==> src/rtl/dbg_claim_pkg.sv <==
package dbg_claim_pkg;
   localparam int ENC_W = 16;

   typedef enum logic [1:0] {
      ACC_DONE     = 2'd0,
      ACC_UNDEF    = 2'd1,
      ACC_TRAP_EL2 = 2'd2,
      ACC_TRAP_EL3 = 2'd3
   } acc_resp_e;

   localparam logic [ENC_W-1:0] ENC_CLR_VIEW = {2'b10, 3'b000, 4'b0111, 4'b1001, 3'b110};
   localparam logic [ENC_W-1:0] ENC_SET_VIEW = {2'b10, 3'b000, 4'b0111, 4'b1000, 3'b110};
   localparam logic [5:0]       EC_DBG_SYS   = 6'h18;
endpackage

==> src/rtl/dbg_claim_access_chk.sv <==
module dbg_claim_access_chk
   import dbg_claim_pkg::*;
#(
   parameter bit FGT_PRESENT = 1'b1
) (
   input  logic       is_write,
   input  logic [1:0] cur_el,
   input  logic       has_a64,
   input  logic       el2_enabled,
   input  logic       has_el3,
   input  logic       el3_undef_prio,
   input  logic       el3_sdd_undef,
   input  logic       el3_dbg_trap,
   input  logic       el2_dbg_route,
   input  logic       el2_dbg_trap,
   input  logic       fgt_impl,
   input  logic       el3_fgt_enable,
   input  logic       fgt_rd_claim,
   input  logic       fgt_wr_claim,
   output acc_resp_e  resp
);
   logic fgt_hit;
   logic el3_early_undef;
   logic el3_trap_set;
   logic el2_coarse;

   generate
      if (FGT_PRESENT) begin : g_fgt
         logic fgt_allowed;
         assign fgt_allowed = fgt_impl && (!has_el3 || el3_fgt_enable);
         assign fgt_hit     = el2_enabled && fgt_allowed &&
                              (is_write ? fgt_wr_claim : fgt_rd_claim);
      end else begin : g_no_fgt
         logic unused_fgt;
         assign unused_fgt = ^{fgt_impl, el3_fgt_enable, fgt_rd_claim, fgt_wr_claim};
         assign fgt_hit    = 1'b0;
      end
   endgenerate

   assign el3_trap_set    = has_el3 && el3_dbg_trap;
   assign el3_early_undef = el3_trap_set && el3_undef_prio;
   assign el2_coarse      = el2_enabled && (el2_dbg_route || el2_dbg_trap);

   always_comb begin
      resp = ACC_DONE;
      if (!has_a64 || cur_el == 2'd0) begin
         resp = ACC_UNDEF;
      end else if (cur_el != 2'd3) begin
         if (el3_early_undef)
            resp = ACC_UNDEF;
         else if (cur_el == 2'd1 && fgt_hit)
            resp = ACC_TRAP_EL2;
         else if (cur_el == 2'd1 && el2_coarse)
            resp = ACC_TRAP_EL2;
         else if (el3_trap_set)
            resp = el3_sdd_undef ? ACC_UNDEF : ACC_TRAP_EL3;
      end
   end
endmodule

==> src/rtl/dbg_claim_store.sv <==
module dbg_claim_store #(
   parameter int NUM_TAGS = 8
) (
   input  logic                clk,
   input  logic                rst_n,
   input  logic                set_we,
   input  logic                clr_we,
   input  logic [NUM_TAGS-1:0] wbits,
   output logic [NUM_TAGS-1:0] tags_q
);
   generate
      for (genvar g = 0; g < NUM_TAGS; g++) begin : g_tag
         always_ff @(posedge clk or negedge rst_n) begin
            if (!rst_n)
               tags_q[g] <= 1'b0;
            else if (clr_we && wbits[g])
               tags_q[g] <= 1'b0;
            else if (set_we && wbits[g])
               tags_q[g] <= 1'b1;
         end
      end
   endgenerate
endmodule

==> src/rtl/dbg_claim_reg.sv <==
module dbg_claim_reg
   import dbg_claim_pkg::*;
#(
   parameter int               NUM_TAGS    = 8,
   parameter int               DATA_W      = 64,
   parameter bit               FGT_PRESENT = 1'b1,
   parameter logic [ENC_W-1:0] CLR_ENC     = ENC_CLR_VIEW,
   parameter logic [ENC_W-1:0] SET_ENC     = ENC_SET_VIEW
) (
   input  logic                clk,
   input  logic                rst_n,
   input  logic                acc_valid,
   input  logic                acc_write,
   input  logic [ENC_W-1:0]    acc_enc,
   input  logic [DATA_W-1:0]   acc_wdata,
   input  logic [1:0]          cur_el,
   input  logic                has_a64,
   input  logic                el2_enabled,
   input  logic                has_el3,
   input  logic                el3_undef_prio,
   input  logic                el3_sdd_undef,
   input  logic                el3_dbg_trap,
   input  logic                el2_dbg_route,
   input  logic                el2_dbg_trap,
   input  logic                fgt_impl,
   input  logic                el3_fgt_enable,
   input  logic                fgt_rd_claim,
   input  logic                fgt_wr_claim,
   output logic                acc_hit,
   output logic [1:0]          acc_resp,
   output logic [5:0]          acc_ec,
   output logic [DATA_W-1:0]   acc_rdata,
   output logic [NUM_TAGS-1:0] claim_state
);
   localparam int PAD_W = DATA_W - NUM_TAGS;

   initial begin
      if (NUM_TAGS < 1 || NUM_TAGS >= DATA_W)
         $error("NUM_TAGS must lie between 1 and DATA_W-1");
      if (CLR_ENC == SET_ENC)
         $error("set and clear views need distinct encodings");
   end

   logic      hit_clr, hit_set, done;
   acc_resp_e chk_resp;
   logic [NUM_TAGS-1:0] tags_q;

   assign hit_clr = acc_valid && (acc_enc == CLR_ENC);
   assign hit_set = acc_valid && (acc_enc == SET_ENC);
   assign acc_hit = hit_clr || hit_set;

   dbg_claim_access_chk #(.FGT_PRESENT(FGT_PRESENT)) u_chk (
      .is_write       (acc_write),
      .cur_el         (cur_el),
      .has_a64        (has_a64),
      .el2_enabled    (el2_enabled),
      .has_el3        (has_el3),
      .el3_undef_prio (el3_undef_prio),
      .el3_sdd_undef  (el3_sdd_undef),
      .el3_dbg_trap   (el3_dbg_trap),
      .el2_dbg_route  (el2_dbg_route),
      .el2_dbg_trap   (el2_dbg_trap),
      .fgt_impl       (fgt_impl),
      .el3_fgt_enable (el3_fgt_enable),
      .fgt_rd_claim   (fgt_rd_claim),
      .fgt_wr_claim   (fgt_wr_claim),
      .resp           (chk_resp)
   );

   assign done = acc_hit && (chk_resp == ACC_DONE);

   dbg_claim_store #(.NUM_TAGS(NUM_TAGS)) u_store (
      .clk    (clk),
      .rst_n  (rst_n),
      .set_we (done && acc_write && hit_set),
      .clr_we (done && acc_write && hit_clr),
      .wbits  (acc_wdata[NUM_TAGS-1:0]),
      .tags_q (tags_q)
   );

   logic unused_hi;
   assign unused_hi = ^acc_wdata[DATA_W-1:NUM_TAGS];

   always_comb begin
      acc_resp  = acc_hit ? chk_resp : ACC_DONE;
      acc_ec    = (acc_hit && (chk_resp == ACC_TRAP_EL2 || chk_resp == ACC_TRAP_EL3))
                  ? EC_DBG_SYS : 6'd0;
      acc_rdata = (done && !acc_write) ? {{PAD_W{1'b0}}, tags_q} : '0;
   end

   assign claim_state = tags_q;
endmodule

==> config.mk <==
export PLATFORM = sky130hd
export DESIGN_NAME = dbg_claim_reg
export DESIGN_NICKNAME = d
export VERILOG_FILES = /design/src/rtl/dbg_claim_pkg.sv /design/src/rtl/dbg_claim_access_chk.sv /design/src/rtl/dbg_claim_store.sv /design/src/rtl/dbg_claim_reg.sv
export SDC_FILE = /design/constraint.sdc
export NUM_CORES = 1
export LEC_CHECK = 0
export BUFFER_PORTS_ARGS = -buffer_cell sky130_fd_sc_hd__buf_2
export CORE_AREA = 2 2 70 72
export DETAILED_ROUTE_END_ITERATION = 10
export DIE_AREA = 0 0 72 74
export PLACE_DENSITY = 0.73
export SETUP_SLACK_MARGIN = 0.3
export SLEW_MARGIN = 20
export SYNTH_ARGS = -nofsm -noshare
export SYNTH_HDL_FRONTEND = slang
export SYNTH_SLANG_ARGS = --single-unit
==> constraint.sdc <==
create_clock -name clk -period 5.2 [get_ports clk]
set_clock_uncertainty 0.1 [all_clocks]
set_input_delay 0.52 -clock clk [delete_from_list [all_inputs] [get_ports clk]]
set_output_delay 0.52 -clock clk [all_outputs]
set_load 0.1 [all_outputs]
== After elaboration in Yosys (flattened, before gate mapping) ==
Index checks and enable logic that the tools add are counted.
Cells by class
  eq/ne operators: 6
  muxes and demuxes: 27
  reductions and logical operators: 50
Operators with widths (count)
  $eq A16 B16 Y1 const B: 2
  $logic_and A1 B1 Y1: 32
  $mux W1: 17
  $mux W2: 8
  $reduce_bool A2 Y1: 8
  $mux W8: 1
  $logic_or A1 B1 Y1: 5
  $mux W5: 1
  $eq A2 B2 Y1 const B: 2
  $logic_not A2 Y1: 2
  $logic_not A1 Y1: 3
  $eq A2 B1 Y1 const B: 1
  $ne A2 B2 Y1 const B: 1
Storage, ports and cells
  bits of input ports: 98
  output and inout bits: 81
  word-level logic and storage cells: 91
  flip-flop bits (word level): 8

== Depth between registers and ports, before layout ==
Gate-level depths: netlist of the first run.
  word-level depth: 17
  gate-level depth with buffers: 7
  mapped depth without buffers: 5

== Hierarchy ==
From an unflattened synthesis of the first run, not the netlist that was laid out.
Unflattened totals
  cell total of the unflattened synthesis: 131
  area total of the unflattened synthesis: 1163.6 µm²
By module, submodules not included
  dbg_claim_reg: times used 1, area each 683.2 µm², cells an instance 86, sequential area each 0.0 µm²
  dbg_claim_store: times used 1, area each 356.6 µm², cells an instance 26, sequential area each 200.2 µm²
  dbg_claim_access_chk: times used 1, area each 123.9 µm², cells an instance 19, sequential area each 0.0 µm²

== Worst setup path before layout of the first run ==
No wires, ideal clock.
  path type: input to output
  from: input acc_enc[13]
  to: output acc_ec[4]
  stages on the path: 5
  data required time: 4.580 ns
  buffers on the path: 1
  arrival time: 3.358 ns
  slack: 1.222 ns
  path through: or4b_4 nor4_4 inv_2 nor2_1 buf_4
Between the ends
  cells in the longest elaborated chain, start to end: 5
  elaborated cells between the ends (all ways): 7
  those cells by class: eq/ne: 2; mux: 1; reduce/logical: 4
Ends and longest elaborated chain
  from (decl): line dbg_claim_reg.sv:14  | input logic [ENC_W-1:0] acc_enc,
  $eq A16 B16 Y1 (on tied branches): line dbg_claim_reg.sv:48, dbg_claim_reg.sv:49
  $logic_and A1 B1 Y1 (on tied branches): line dbg_claim_reg.sv:48, dbg_claim_reg.sv:49
  $logic_or A1 B1 Y1 *: line dbg_claim_reg.sv:50  | assign acc_hit = hit_clr || hit_set;
  $logic_and A1 B1 Y1 *: line dbg_claim_reg.sv:86  | acc_ec = (acc_hit && (chk_resp == ACC_TRAP_EL2 || chk_resp == ACC_TRAP_EL3))
  $mux W5 *: line dbg_claim_reg.sv:87  | ? EC_DBG_SYS : 6'd0;
  to (decl): line dbg_claim_reg.sv:31  | output logic [5:0] acc_ec,
Mark *: on every way between the ends. The rest lies on a longest branch, timed or not.

== Worst setup path after layout of the first run ==
  from: input acc_write
  to: output acc_rdata[3]
Between the ends
  cells in the longest elaborated chain, start to end: 11
  elaborated cells between the ends (all ways): 12
  those cells by class: mux: 6; reduce/logical: 6
Ends and longest elaborated chain
  from (decl): line dbg_claim_reg.sv:13  | input logic acc_write,
  $mux W1: line dbg_claim_access_chk.sv:32  | (is_write ? fgt_wr_claim : fgt_rd_claim);
  $logic_and A1 B1 Y1: line dbg_claim_access_chk.sv:31  | assign fgt_hit = el2_enabled && fgt_allowed &&
  $logic_and A1 B1 Y1: line dbg_claim_access_chk.sv:51  | else if (cur_el == 2'd1 && fgt_hit)
  $mux W2: line dbg_claim_access_chk.sv:51
  $mux W2: line dbg_claim_access_chk.sv:49  | if (el3_early_undef)
  $mux W2: line dbg_claim_access_chk.sv:48  | end else if (cur_el != 2'd3) begin
  $mux W2: line dbg_claim_access_chk.sv:46  | if (!has_a64 || cur_el == 2'd0) begin
  $logic_not A2 Y1: line dbg_claim_reg.sv:70  | assign done = acc_hit && (chk_resp == ACC_DONE);
  $logic_and A1 B1 Y1: line dbg_claim_reg.sv:70
  $logic_and A1 B1 Y1 *: line dbg_claim_reg.sv:88  | acc_rdata = (done && !acc_write) ? {{PAD_W{1'b0}}, tags_q} : '0;
  $mux W8 *: line dbg_claim_reg.sv:88
  to (decl): line dbg_claim_reg.sv:32  | output logic [DATA_W-1:0] acc_rdata,
Marks and branches as above.

==> qor.yml, run 1 <==
outcome:
  status: "complete, no violations"
synthesis:
  yosysTopAreaCellShare_pct: 39.4
  synth_area_um2: 1180
  synth_top_family_by_area: "buffers and inverters"
  netlist_instances: 138
  netlist_top_cells_count: "buf_4, a21oi_1, a31oi_1, and4b_1, dfrtp_1"
  synth_xor_area_share_pct: 0.741
  synth_compound_area_share_pct: 11.5
  synthMuxAreaShare_pct: 0.952
  synthArstFlopShare_pct: 100
  ys_warn_count: 0
  synth-adder-area-share_pct: 0
  avgSynthCellArea_um2: 8.57
  synthSimpleGateAreaFrac_pct: 26.0
  synthDistinctLibCells: 31
  synth_area_leader_cell: "buf_4"
  ys_seq_elements: 8
  synth_ff_type: "dfrtp_1"
  synth-seq-area-share_pct: 16.9
  synth_edf_count: 0
  synth_area_leaders: "buf_4, dfrtp_1, and4b_1, and4_2, a31oi_1"
  synth_most_common_cell: "buf_4"
route:
  post-route-drc-count: 0
  drt-vias-per-instance: 4.06
  dr.pass1.iters: 4
  ant_nets: 0
  drtIter0Drc: 76
  vias: 1010
  wl_um: 2660
  drt-wirelength-per-cell_um: 10.7
grt:
  grt_max_degree: 19
  track_usage_pct: 9.40
  grt_pass1_wl_um: 4030
  grt_pass1_vias: 853
  overflow: 0
  antenna_found_initial: 1
cts:
  cts_tree: "done"
  cts_root_buf: "clkbuf_8"
  cts_hold_buf: 0
  clk_path_buf_depth: 2
  clk_latency_ns: 0.22
  post_cts_resized: 0
  cts.sinks: 8
  cts_buffers: 3
  postCtsSetupBuffers: 0
  htree_levels: 1
  cts.reportedPaths.clkPinSlew_ns: 0.04
finish:
  area_delta_synth_final_pct: 11.6
  diodes: 0
  drive_above_1_share_pct: 40.0
  largest_register: "u_store.tags_q"
  utilization_pct: 28.7
  fin_nets: 295
  fillers: 505
  reg_top3: "u_store.tags_q (8)"
  largest_reg_flops: 8
  regArea_um2: 200
  multi_input_area_um2: 689
worst_setup_path:
  required_ns: 4.58
  r2r_start: "u_store.tags_q[1]"
  path_class: "primary input to output port"
  cp-end-kind: "output port"
  crit_path_start: "acc_write"
  cp_max_fo: 12
  reg2regPathDepth: 2
  start_kind: "primary input"
  arrival_ns: 2.77
timing:
  min_period_ns: 3.39
  finalMaxSlewViolations: 0
  relSlewSlack_pct: 50.9
  clock.fmax_mhz: 295
  grt_setup_unrepaired: "no"
  hold_viol: 0
  tightestPinTransition_ns: 0.732
  finalSetupViolCount: 0
  fin_crit_sh_pct: 65.1
  fin_setup_tns_ns: 0
floorplan:
  io_pins: 179
  initial_core_util_pct: 25.7
  row_count: 25
  fp.dieH_um: 74
  die_w_um: 72
  die_area_um2: 5330
  core_area_um2: 4600
placement:
  gp_congestion: 0.735
  place_hpwl_um: 2220
  port_buffers: 62
power:
  leakagePower_nw: 0.795
  peakVddDrop_uv: 81.3
  pwr_density_cell_nw_per_um2: 271
flow_run:
  max_cap_viol_count: 0
hold_path:
  hold_class: "primary input to asynchronous set/reset pin"
final cells by class:
class	count	share of cell area [%]
Sequential cell	8	15.2
Timing Repair Buffer	63	24.1
Tap cell	54	5.12
Inverter	1	0.284
Multi-Input combinational cell	120	52.2
Clock buffer	3	3.13
critical path, stage by stage:
cell	delay [ns]
buf_2	0.17
mux2_2	0.36
a311o_1	0.31
nand3_1	0.39
and3_1	0.35
and4b_1	0.23
buf_2	0.43
placed cells by master (no fill, tap or decap), types with 2 or more instances in the layout:
cell and count:
nor2_1 2, buf_2 62, nand3_1 3, nand4b_1 2, and4_2 7, and3_1 2, conb_1 60, and4b_1 8
a31oi_1 9, clkbuf_8 3, dfrtp_1 8, a21oi_1 10
logic make-up (layout without fill, tap and decap cells):
kind of cell	Yosys count	after routing
AOI/OAI and AO/OA	23	23
xor gates and xnor gates	1	1
buffers and inverters	69	67
DFF	8	8
muxes	1	1
other	1	60
and+or+nand+nor	35	35
layer usage:
metal / global-route usage, % / vias up / wire [µm]
li1: - / 493 / -
met1: 11.6 / 441 / 974
met2: 16.2 / 70 / 1310
met3: 2.17 / 4 / 342
met4: 3.35 / 2 / 26
met5: 0 / - / 11
metrics by stage:
| step | instance area [µm²] | power (W) | hold WS [ns] | setup slack, ns | cells |
|---|---|---|---|---|---|
| global route | 1320 | 0.000369 | 0.0420 | 1.66 | 249 |
| detailed placement | 1280 | 0.000284 | 0.273 | 1.79 | 246 |
| CTS | 1320 | 0.000358 | 0.0367 | 1.80 | 249 |
| global placement | 1280 | 0.000283 | 0.270 | 1.80 | 246 |
| finish | 1320 | 0.000358 | 0.0321 | 1.81 | 249 |
| floorplan | 1400 | 0.000300 | 0.124 | 1.22 | 197 |
power by group:
part	internal (W)	switching (W)
registers	0.0000625	0.00000000298
logic	0.0000172	0.000204
clock network	0.0000501	0.0000239
worst paths after layout:
path	endpoint	slack [ns]
hold / removal	u_store.tags_q[0]	0.03
setup reg to reg	u_store.tags_q[1]	4.34
hold reg to reg	u_store.tags_q[5]	0.44
setup / recovery	acc_rdata[3]	1.81
min in group clk	u_store.tags_q[6]	0.37
max in group asynchronous	u_store.tags_q[4]	4.80
Power figures use the tool's default switching activity.
==> run 2: changes to the inputs <==
--- a/config.mk
+++ b/config.mk
@@ -6,10 +6,10 @@
 export NUM_CORES = 1
 export LEC_CHECK = 0
 export BUFFER_PORTS_ARGS = -buffer_cell sky130_fd_sc_hd__buf_2
-export CORE_AREA = 2 2 70 72
+export CORE_MARGIN = 2
+export CORE_UTILIZATION = 27
 export DETAILED_ROUTE_END_ITERATION = 10
-export DIE_AREA = 0 0 72 74
-export PLACE_DENSITY = 0.73
+export PLACE_DENSITY = 0.78
 export SETUP_SLACK_MARGIN = 0.3
 export SLEW_MARGIN = 20
 export SYNTH_ARGS = -nofsm -noshare
==> constraint.sdc (replaced) <==
create_clock -name clk -period 2.8 [get_ports clk]
set_clock_uncertainty 0.1 [all_clocks]
set_input_delay 0.28 -clock clk [delete_from_list [all_inputs] [get_ports clk]]
set_output_delay 0.28 -clock clk [all_outputs]
set_load 0.1 [all_outputs]
==> run 2 against run 1 <==
Global-route usage up 1.6 points. Register-to-register slack worse by 2.4 ns. Sequential share of layout area down 2.6 points. Critical endpoint is now acc_rdata[7]. Highest routed layer is now met4. Clock-buffer cell count unchanged.
==> qor.yml, run 2 (synthesized netlist as in run 1, its figures left out) <==
outcome:
  status: "complete, no violations"
floorplan:
  row_count: 24
  core_area_um2: 4290
  io_pins: 179
  die_area_um2: 4920
  fp.dieH_um: 70.2
  initial_core_util_pct: 27.5
  die_w_um: 70.2
finish:
  area_delta_synth_final_pct: 34.5
  diodes: 0
  largest_reg_flops: 8
  layout_common_cells: "conb_1, buf_2, buf_12"
  drive_above_1_share_pct: 46.5
  fillers: 456
  reg_top3: "u_store.tags_q (8)"
  layout.cells.most_common: "conb_1"
  largest_register: "u_store.tags_q"
  fin_nets: 298
grt:
  grt_pass1_vias: 969
  antenna_found_initial: 0
  track_usage_pct: 11.0
  grt_pass1_wl_um: 4440
  overflow: 0
  grt_max_degree: 19
cts:
  clk_path_buf_depth: 2
  cts_tree: "done"
  htree_levels: 1
  cts_root_buf: "clkbuf_8"
  cts_buffers: 3
  clk_latency_ns: 0.23
  cts.sinks: 8
  cts.reportedPaths.clkPinSlew_ns: 0.04
worst_setup_path:
  path_class: "primary input to output port"
  worstPathCellList: "buf_2, mux2_2, a311o_1, nand3_1, and3_2, and4b_4, buf_12"
  reg2reg_slack_ns: 1.94
  crit_family: "simple AND/OR/NAND/NOR gates"
  slowest_delay_ns: 0.38
  cp-end-kind: "output port"
  start_kind: "primary input"
  required_ns: 2.42
  worst-path-buf-inv: 2
  cp_max_fo: 11
  r2r-end: "u_store.tags_q[6]"
  slowest_stage: "mux2_2"
  arrival_ns: 2.01
  reg2regPathDepth: 2
  r2r_start: "u_store.tags_q[6]"
route:
  drt-vias-per-instance: 4.32
  vias: 1081
  dr.pass1.iters: 4
  post-route-drc-count: 0
  ant_nets: 0
  drt-wirelength-per-cell_um: 11.6
  wl_um: 2910
  drtIter0Drc: 57
hold_path:
  hold_class: "primary input to flip-flop"
  whs_endpoint: "u_store.tags_q[6]"
  hold_depth: 2
  hp-start: "acc_wdata[6]"
timing:
  finalMaxSlewViolations: 0
  hold_viol: 0
  fin_crit_sh_pct: 85.4
  fin_setup_tns_ns: 0
  grt_setup_unrepaired: "no"
  whs_ns: 0.132
  min_period_ns: 2.39
  finalSetupViolCount: 0
  clock.fmax_mhz: 418
power:
  peakVddDrop_uv: 223
  leakagePower_nw: 0.822
  power_w: 0.000670
  pwr_density_cell_nw_per_um2: 421
placement:
  gp_congestion: 0.826
  port_buffers: 62
  place_hpwl_um: 2430
flow_run:
  max_cap_viol_count: 0
## run 2: changes by cell type in the layout (fill, tap and decap cells not counted), moves of 2 or more
cell / before / now
and4b_1: 8 / 0
and4b_4: 0 / 8
buf_12: 0 / 13
buf_2: 62 / 49
buf_4: 1 / 3
nor2_1: 2 / 0
## run 2: metal layers
layer  GRT usage [%]  part of all wire (%)
met1            12.7                    36
met2            20.2                    51
met3            1.73                    10
met4            3.85                   1.8
met5               0                     0
## run 2: worst max path at each step
stage                      startpoint            to  cells after the start
after floorplan           acc_enc[13]   acc_resp[1]                      4
after global placement      acc_write  acc_rdata[4]                      7
after detailed placement    acc_write  acc_rdata[7]                      7
after CTS                   acc_write  acc_rdata[7]                      7
after global routing        acc_write  acc_rdata[2]                      7
final                       acc_write  acc_rdata[7]                      7
## run 2: per-stage QoR
stage / setup WS [ns] / instances / cell area (µm²) / util [%]
global route: 0.337 / 250 / 1590 / 37.0
global placement: 0.389 / 246 / 1540 / 35.8
CTS: 0.319 / 250 / 1590 / 37.0
finish: 0.410 / 250 / 1590 / 37.0
floorplan: 0.221 / 197 / 1460 / -
detailed placement: 0.324 / 246 / 1540 / 35.8
## run 2: what timing repair did
item	CTS	global route
endpoints found under the hold margin	8	0
endpoints found under the setup margin	0	8
gates resized for setup	0	1
hold buffers	1	0
buffers inserted	0	0
## run 2: final cells by class
type | instances | area, µm² | area share [%]
clock buffers | 3 | 41.3 | 2.60
repair buffers | 66 | 538 | 33.8
well taps | 52 | 65.1 | 4.09
multi-input cells | 120 | 742 | 46.7
flip-flops and latches | 8 | 200 | 12.6
inverters | 1 | 3.75 | 0.236
## run 2: power by group
group	internal (W)	leakage (nW)	switching, W
Sequential	0.000116	0.112	0.00000000656
Clock	0.0000930	0.0216	0.0000435
Combinational	0.0000345	0.689	0.000383
Total	0.000244	0.822	0.000426
